==> src/rtl/txrs_pkg.sv <==
package txrs_pkg;

    typedef enum logic [1:0] {
        ST_IDLE     = 2'd0,
        ST_OPEN     = 2'd1,
        ST_WAIT_GNT = 2'd2,
        ST_BURST    = 2'd3
    } txn_state_e;

    // How a transaction finishes; at most one field is set in a cycle
    typedef struct packed {
        logic conflict;
        logic capacity;
        logic committed;
    } txn_outcome_t;

    function automatic logic outcome_any(txn_outcome_t o);
        return o.conflict | o.capacity | o.committed;
    endfunction

endpackage

==> src/rtl/txrs_line_tags.sv <==
module txrs_line_tags #(
    parameter int ADDR_W = 8,
    parameter int NLINES = 4,
    localparam int WAY_W = (NLINES > 1) ? $clog2(NLINES) : 1
) (
    input  logic              clk,
    input  logic              rst,
    input  logic              mark_en,
    input  logic [ADDR_W-1:0] mark_addr,
    input  logic              fill_en,
    input  logic [WAY_W-1:0]  fill_way,
    input  logic [ADDR_W-1:0] fill_addr,
    input  logic              clr_marks,
    input  logic [ADDR_W-1:0] snp_addr,
    output logic              snp_hit,
    output logic              evict_valid,
    output logic [ADDR_W-1:0] evict_addr
);

    logic [NLINES-1:0] vld_v;
    logic [NLINES-1:0] mark_v;
    logic [NLINES-1:0] hit_v;
    logic [ADDR_W-1:0] tag_v [NLINES];

    for (genvar w = 0; w < NLINES; w++) begin : g_way
        logic              vld_q;
        logic              mark_q;
        logic [ADDR_W-1:0] tag_q;
        logic              filled;

        assign filled = fill_en && (fill_way == WAY_W'(w));

        always_ff @(posedge clk) begin
            if (rst) begin
                vld_q  <= 1'b0;
                mark_q <= 1'b0;
                tag_q  <= '0;
            end else if (filled) begin
                vld_q  <= 1'b1;
                mark_q <= 1'b0;
                tag_q  <= fill_addr;
            end else if (clr_marks) begin
                mark_q <= 1'b0;
            end else if (mark_en && vld_q && (tag_q == mark_addr)) begin
                mark_q <= 1'b1;
            end
        end

        assign vld_v[w]  = vld_q;
        assign mark_v[w] = mark_q;
        assign tag_v[w]  = tag_q;
        assign hit_v[w]  = vld_q && mark_q && (tag_q == snp_addr);
    end

    assign snp_hit     = |hit_v;
    assign evict_valid = fill_en && vld_v[fill_way] && mark_v[fill_way];
    assign evict_addr  = tag_v[fill_way];

endmodule

==> src/rtl/txrs_victim_list.sv <==
module txrs_victim_list #(
    parameter int ADDR_W = 8,
    parameter int DEPTH  = 2,
    localparam int IW = (DEPTH > 1) ? $clog2(DEPTH) : 1,
    localparam int CW = $clog2(DEPTH + 1)
) (
    input  logic              clk,
    input  logic              rst,
    input  logic              clr,
    input  logic              push,
    input  logic [ADDR_W-1:0] push_addr,
    input  logic [ADDR_W-1:0] snp_addr,
    output logic              full,
    output logic              snp_hit
);

    logic [CW-1:0]     cnt_q;
    logic [ADDR_W-1:0] addr_q [DEPTH];
    logic [DEPTH-1:0]  hit_v;

    always_ff @(posedge clk) begin
        if (rst || clr) begin
            cnt_q <= '0;
        end else if (push && !full) begin
            cnt_q <= cnt_q + CW'(1);
        end
    end

    always_ff @(posedge clk) begin
        if (push && !full) begin
            addr_q[cnt_q[IW-1:0]] <= push_addr;
        end
    end

    for (genvar i = 0; i < DEPTH; i++) begin : g_ent
        assign hit_v[i] = (CW'(i) < cnt_q) && (addr_q[i] == snp_addr);
    end

    assign full    = (cnt_q == CW'(DEPTH));
    assign snp_hit = |hit_v;

endmodule

==> src/rtl/txrs_store_buf.sv <==
module txrs_store_buf #(
    parameter int ADDR_W = 8,
    parameter int DATA_W = 8,
    parameter int DEPTH  = 4,
    localparam int IW = (DEPTH > 1) ? $clog2(DEPTH) : 1,
    localparam int CW = $clog2(DEPTH + 1)
) (
    input  logic              clk,
    input  logic              rst,
    input  logic              clr,
    input  logic              push,
    input  logic [ADDR_W-1:0] push_addr,
    input  logic [DATA_W-1:0] push_data,
    input  logic              pop,
    output logic              full,
    output logic              empty,
    output logic [ADDR_W-1:0] head_addr,
    output logic [DATA_W-1:0] head_data,
    output logic              head_last
);

    typedef struct packed {
        logic [ADDR_W-1:0] addr;
        logic [DATA_W-1:0] data;
    } sb_entry_t;

    sb_entry_t     mem_q [DEPTH];
    logic [CW-1:0] cnt_q;
    logic [IW-1:0] rd_q;

    always_ff @(posedge clk) begin
        if (rst || clr) begin
            cnt_q <= '0;
            rd_q  <= '0;
        end else begin
            if (push && !full) cnt_q <= cnt_q + CW'(1);
            if (pop)           rd_q  <= rd_q + IW'(1);
        end
    end

    always_ff @(posedge clk) begin
        if (push && !full) begin
            mem_q[cnt_q[IW-1:0]] <= '{addr: push_addr, data: push_data};
        end
    end

    assign full      = (cnt_q == CW'(DEPTH));
    assign empty     = (cnt_q == '0);
    assign head_addr = mem_q[rd_q].addr;
    assign head_data = mem_q[rd_q].data;
    assign head_last = ((CW'(rd_q) + CW'(1)) == cnt_q);

endmodule

==> src/rtl/txrs_tracker.sv <==
module txrs_tracker
    import txrs_pkg::*;
#(
    parameter int ADDR_W     = 8,
    parameter int DATA_W     = 8,
    parameter int NLINES     = 4,
    parameter int VICT_DEPTH = 2,
    parameter int SB_DEPTH   = 4,
    localparam int WAY_W = (NLINES > 1) ? $clog2(NLINES) : 1
) (
    input  logic              clk,
    input  logic              rst,
    input  logic              tx_begin,
    input  logic              tx_end,
    input  logic              ld_valid,
    input  logic [ADDR_W-1:0] ld_addr,
    input  logic              fill_valid,
    input  logic [WAY_W-1:0]  fill_way,
    input  logic [ADDR_W-1:0] fill_addr,
    input  logic              st_valid,
    input  logic [ADDR_W-1:0] st_addr,
    input  logic [DATA_W-1:0] st_data,
    input  logic              snp_valid,
    input  logic [ADDR_W-1:0] snp_addr,
    input  logic              bc_gnt,
    output logic              ckpt_req,
    output logic              in_txn,
    output logic              bc_req,
    output logic              bc_valid,
    output logic [ADDR_W-1:0] bc_addr,
    output logic [DATA_W-1:0] bc_data,
    output logic              bc_last,
    output logic              rollback,
    output logic              ovf_abort,
    output logic              commit_done
);

    txn_state_e   state_q, state_d;
    txn_outcome_t outc_d, outc_q;
    logic         ckpt_q;

    logic st_open, st_wait, st_burst, st_idle;
    logic tag_hit, vict_hit, vict_full;
    logic evict_valid;
    logic [ADDR_W-1:0] evict_addr;
    logic sb_full, sb_empty, sb_last;
    logic conflict, capacity, clr_all;

    assign st_idle  = (state_q == ST_IDLE);
    assign st_open  = (state_q == ST_OPEN);
    assign st_wait  = (state_q == ST_WAIT_GNT);
    assign st_burst = (state_q == ST_BURST);

    txrs_line_tags #(.ADDR_W(ADDR_W), .NLINES(NLINES)) u_tags (
        .clk         (clk),
        .rst         (rst),
        .mark_en     (st_open && ld_valid),
        .mark_addr   (ld_addr),
        .fill_en     (fill_valid),
        .fill_way    (fill_way),
        .fill_addr   (fill_addr),
        .clr_marks   (clr_all),
        .snp_addr    (snp_addr),
        .snp_hit     (tag_hit),
        .evict_valid (evict_valid),
        .evict_addr  (evict_addr)
    );

    txrs_victim_list #(.ADDR_W(ADDR_W), .DEPTH(VICT_DEPTH)) u_vict (
        .clk       (clk),
        .rst       (rst),
        .clr       (clr_all),
        .push      (st_open && evict_valid),
        .push_addr (evict_addr),
        .snp_addr  (snp_addr),
        .full      (vict_full),
        .snp_hit   (vict_hit)
    );

    txrs_store_buf #(.ADDR_W(ADDR_W), .DATA_W(DATA_W), .DEPTH(SB_DEPTH)) u_sbuf (
        .clk       (clk),
        .rst       (rst),
        .clr       (clr_all),
        .push      (st_open && st_valid),
        .push_addr (st_addr),
        .push_data (st_data),
        .pop       (st_burst),
        .full      (sb_full),
        .empty     (sb_empty),
        .head_addr (bc_addr),
        .head_data (bc_data),
        .head_last (sb_last)
    );

    // Conflicts count until the grant is sampled; the burst itself is immune
    assign conflict = snp_valid && (st_open || st_wait) && (tag_hit || vict_hit);
    assign capacity = st_open && ((st_valid && sb_full) || (evict_valid && vict_full));

    always_comb begin
        state_d = state_q;
        outc_d  = '0;
        unique case (state_q)
            ST_IDLE: begin
                if (tx_begin) state_d = ST_OPEN;
            end
            ST_OPEN: begin
                if (conflict) begin
                    state_d = ST_IDLE;
                    outc_d.conflict = 1'b1;
                end else if (capacity) begin
                    state_d = ST_IDLE;
                    outc_d.capacity = 1'b1;
                end else if (tx_end) begin
                    if (sb_empty) begin
                        state_d = ST_IDLE;
                        outc_d.committed = 1'b1;
                    end else begin
                        state_d = ST_WAIT_GNT;
                    end
                end
            end
            ST_WAIT_GNT: begin
                if (conflict) begin
                    state_d = ST_IDLE;
                    outc_d.conflict = 1'b1;
                end else if (bc_gnt) begin
                    state_d = ST_BURST;
                end
            end
            ST_BURST: begin
                if (sb_last) begin
                    state_d = ST_IDLE;
                    outc_d.committed = 1'b1;
                end
            end
            default: state_d = ST_IDLE;
        endcase
    end

    assign clr_all = outcome_any(outc_d);

    always_ff @(posedge clk) begin
        if (rst) begin
            state_q <= ST_IDLE;
            outc_q  <= '0;
            ckpt_q  <= 1'b0;
        end else begin
            state_q <= state_d;
            outc_q  <= outc_d;
            ckpt_q  <= st_idle && tx_begin;
        end
    end

    assign ckpt_req    = ckpt_q;
    assign in_txn      = !st_idle;
    assign bc_req      = st_wait || st_burst;
    assign bc_valid    = st_burst;
    assign bc_last     = st_burst && sb_last;
    assign rollback    = outc_q.conflict;
    assign ovf_abort   = outc_q.capacity;
    assign commit_done = outc_q.committed;

endmodule

==> config.mk <==
export PLATFORM = sky130hd
export DESIGN_NAME = txrs_tracker
export DESIGN_NICKNAME = d
export VERILOG_FILES = /design/src/rtl/txrs_pkg.sv /design/src/rtl/txrs_line_tags.sv /design/src/rtl/txrs_victim_list.sv /design/src/rtl/txrs_store_buf.sv /design/src/rtl/txrs_tracker.sv
export SDC_FILE = /design/constraint.sdc
export NUM_CORES = 1
export LEC_CHECK = 0
export ABC_CLOCK_PERIOD_IN_PS = 2900
export BUFFER_PORTS_ARGS = -buffer_cell sky130_fd_sc_hd__buf_4
export CORE_MARGIN = 2
export CORE_UTILIZATION = 58
export CTS_CLUSTER_SIZE = 30
export DETAILED_ROUTE_END_ITERATION = 6
export GPL_ROUTABILITY_DRIVEN = 0
export PLACE_DENSITY = 0.85
export SYNTH_ARGS = -nofsm -noshare
export SYNTH_HDL_FRONTEND = slang
export SYNTH_SLANG_ARGS = --single-unit
==> constraint.sdc <==
create_clock -name clk -period 2.9 [get_ports clk]
set_input_delay 0.58 -clock clk [delete_from_list [all_inputs] [get_ports clk]]
set_output_delay 0.58 -clock clk [all_outputs]
set_load 0.05 [all_outputs]
==> impl_metrics.env <==
export IMPL_status="complete, no violations"
export IMPL_skew_ps=10.32
export IMPL_via_count=4197
export IMPL_rsz0062_at_grt="no"
export IMPL_final_period_utilization=0.9335
export IMPL_io_pins=75
export IMPL_fp_dieArea_mm2=0.01163
export IMPL_synth_largest_type_area_fraction=0.3840
export IMPL_share_seq_of_total_power=0.449
export IMPL_clk_pin_slew_ps=60
export IMPL_layout_min_cycle_time_ps=2707
export IMPL_global_route_overflow_total=0
export IMPL_grt_first_pass_wirelength_um=22540
export IMPL_layout_nets=624
export IMPL_synth_edf_count=80
export IMPL_die_y_um=107.9
export IMPL_detail_route_first_pass_iterations=5
export IMPL_synth_area_leader_cell="edfxtp_1"
export IMPL_post_drt_wl_per_cell_um=20.45
export IMPL_switching_share=0.2419
export IMPL_fmax_mhz=369.4
export IMPL_critical_path_launch_point="u_sbuf.rd_q[0]"
export IMPL_synth_warnings=0
export IMPL_final_max_slew_viol_count=0
export IMPL_buffer_ports_inserted=74
export IMPL_cts_hold_buffers=0
export IMPL_layout_cells_most_common_list="81 x buf_4, 80 x edfxtp_1, 59 x xnor2_1"
export IMPL_global_route_usage_total=0.2659
export IMPL_row_count=37
export IMPL_grt_start_max_net_pins=44
export IMPL_drt_drc_violations_left=0
export IMPL_arrival_ps=2130
export IMPL_antenna_cells_inserted=0
export IMPL_flow_area_growth_from_synthesis_pct=19.42
export IMPL_die_wd_um=107.9
export IMPL_multi_input_area_mm2=0.002559
export IMPL_yosysSeqAreaShare=0.5600
export IMPL_criticalPathCategory="reg2out"
export IMPL_power_share_clock=0.457
export IMPL_share_comb_of_total_power=0.094
export IMPL_clock_latency_of_the_later_clocked_register_in_the_worst_skew_pair_ps=530
export IMPL_regToRegSetupSlack_ps=600
export IMPL_cts_root_buf="clkbuf_8"
export IMPL_floorplan_core_area_mm2=0.01042
export IMPL_timing_hold_worst_start="st_data[6]"
export IMPL_p_switching_w=0.001140
export IMPL_primary_ff_master_synth="edfxtp_1"
export IMPL_cts_tree="yes"
export IMPL_fin_setup_tns_ps=0
export IMPL_totalWireLength_um=14500
export IMPL_timing_critical_path_to="bc_last"
export IMPL_hold_path_class="in2reg"
export IMPL_fin_hold_ws_ps=245.7
export IMPL_worstRegToRegCells=5
export IMPL_syn_inst=492
export IMPL_cts_post_setup_buffers_inserted=0
export IMPL_layout_commonest_cell="buf_4"
export IMPL_worstSetupEndpointType="output pin"
export IMPL_cells_taking_the_most_area_after_synthesis="edfxtp_1 38%, dfxtp_1 18%, mux4_2 9.0%"
export IMPL_power_density_mw_per_mm2=630.6
export IMPL_floorplan_initialDensity=0.6006
export IMPL_ctsResizeCount=0
export IMPL_netlist_cell_type_count=38
export IMPL_antenna_found_initial=0
export IMPL_cell_internal_power_dissipation_w=0.003571
export IMPL_vdd_drop_max_mv=0.4684
export IMPL_tritoncts_num_buffers=17
export IMPL_post_synth_instance_area_mm2=0.006256
export IMPL_critical_path_startpoint_type="register"
export IMPL_cap_viol_max_count=0
export IMPL_clkSinkCount=135
export IMPL_fill_cells=671
export IMPL_critical_path_peak_fanout=3
export IMPL_clock_path_buffers=2
export IMPL_dp_hpwl_um=9859
export IMPL_total_leakage_power_nw=2.766
export IMPL_worst_ep_required_time_ps=2320
export IMPL_finalSetupViolations=0
export IMPL_cts_htree_levels=4
export IMPL_regToRegEndpoint="u_sbuf.mem_q[1][2]"
export IMPL_post_synth_cell_area_avg_um2=12.72
export IMPL_ys_seq_elements=135
export IMPL_worst_r2r_startpoint="u_sbuf.cnt_q[0]"
export IMPL_final_seq_area_mm2=0.003503
export IMPL_first_iter_violations=277
export IMPL_fraction_of_final_layout_cells_with_drive_strength_greater_than_1=0.2461
export IMPL_ant_nets=0
export IMPL_worst_pin_slew_ps=673.1
export IMPL_hold_viol=0
export IMPL_post_drt_via_cell_ratio=5.920
export IMPL_first_global_vias=4294
export IMPL_async_flop_share=0
export IMPL_postSynthNetCount=555
export IMPL_maxSlewHeadroom=0.5499
==> final cells by class <==
cell class / instances / area share
Clock buffer: 17 / 0.05543
Multi-Input combinational cell: 315 / 0.3425
Tap cell: 136 / 0.02278
Clock inverter: 14 / 0.02345
Inverter: 11 / 0.005527
Sequential cell: 135 / 0.4689
Timing Repair Buffer: 81 / 0.08139
==> cells by family (layout without fill, tap and decap cells) <==
kind of cell	Yosys count	count (layout)	share of synthesized area
fa+ha+maj	12	12	0.02400
simple gates	137	137	0.1082
xor+xnor	87	87	0.1218
buf+inv	42	123	0.03100
compound gates	35	35	0.03460
mux	44	44	0.1204
flops	135	135	0.5600
==> Yosys cell counts (11+ instances only) <==
master    count
nand2_1      41
xor2_1       28
xnor2_1      59
clkbuf_1     18
a21oi_1      21
edfxtp_1     80
nor2_1       35
mux2i_1      19
ha_1         12
dfxtp_1      55
inv_1        11
mux4_2       25
==> worst min-delay path by stage <==
stage	end	depth (start not counted)	slack, ps
2_1_floorplan	u_tags.g_way[1].vld_q	2	430
3_3_place_gp	u_tags.g_way[1].vld_q	2	460
3_5_place_dp	u_tags.g_way[1].vld_q	2	460
4_1_cts	u_sbuf.mem_q[3][6]	1	220
5_1_grt	u_sbuf.mem_q[2][11]	1	230
6_report	u_sbuf.mem_q[2][6]	1	250
==> per-layer routing <==
metal	vias to the layer above	global-route usage	wire length (um)
met3	30	0.07385	988
met5	-	0	0
met1	2074	0.3213	5504
li1	1891	-	-
met4	0	0.1071	339
met2	202	0.4501	7668
==> state kept, by name, summed over array words and instances (netlist names), 2 cells and up, named ones only <==
| signal | flops |
|---|---|
| u_tags.g_way.mark_q | 4 |
| u_vict.cnt_q | 2 |
| u_tags.g_way.vld_q | 4 |
| u_sbuf.mem_q | 64 |
| u_tags.g_way.tag_q | 32 |
| u_sbuf.rd_q | 2 |
| u_vict.addr_q | 16 |
| state_q | 2 |
| u_sbuf.cnt_q | 3 |
==> critical path, stage by stage, from the launching register on <==
cell     delay (ps)
dfxtp_1         410
ha_1            290
xor2_1          170
nor3_1          320
nand2_1         150
inv_1            80
buf_4           190
==> stage by stage <==
stage	util	worst slack (ps)	instance area (um2)	power (W)	std cells
floorplan	-	618.9	6256	0.002432	492
global placement	0.6607	528.0	6882	0.002569	678
detailed placement	0.6607	399.8	6882	0.002588	678
CTS	0.7172	172.4	7471	0.004718	709
global route	0.7172	94.26	7471	0.004828	709
finish	0.7172	193.0	7471	0.004711	709
==> power groups by stage <==
| stage | clock [W] | sequential (W) | combinational, W |
|---|---|---|---|
| floorplan | 0 | 0.00215 | 0.000286 |
| global placement | 0 | 0.00215 | 0.000420 |
| detailed placement | 0 | 0.00215 | 0.000436 |
| CTS | 0.00216 | 0.00211 | 0.000441 |
| global route | 0.00224 | 0.00212 | 0.000474 |
| finish | 0.00215 | 0.00211 | 0.000442 |
No activity file was read; power rests on OpenSTA's default activity.
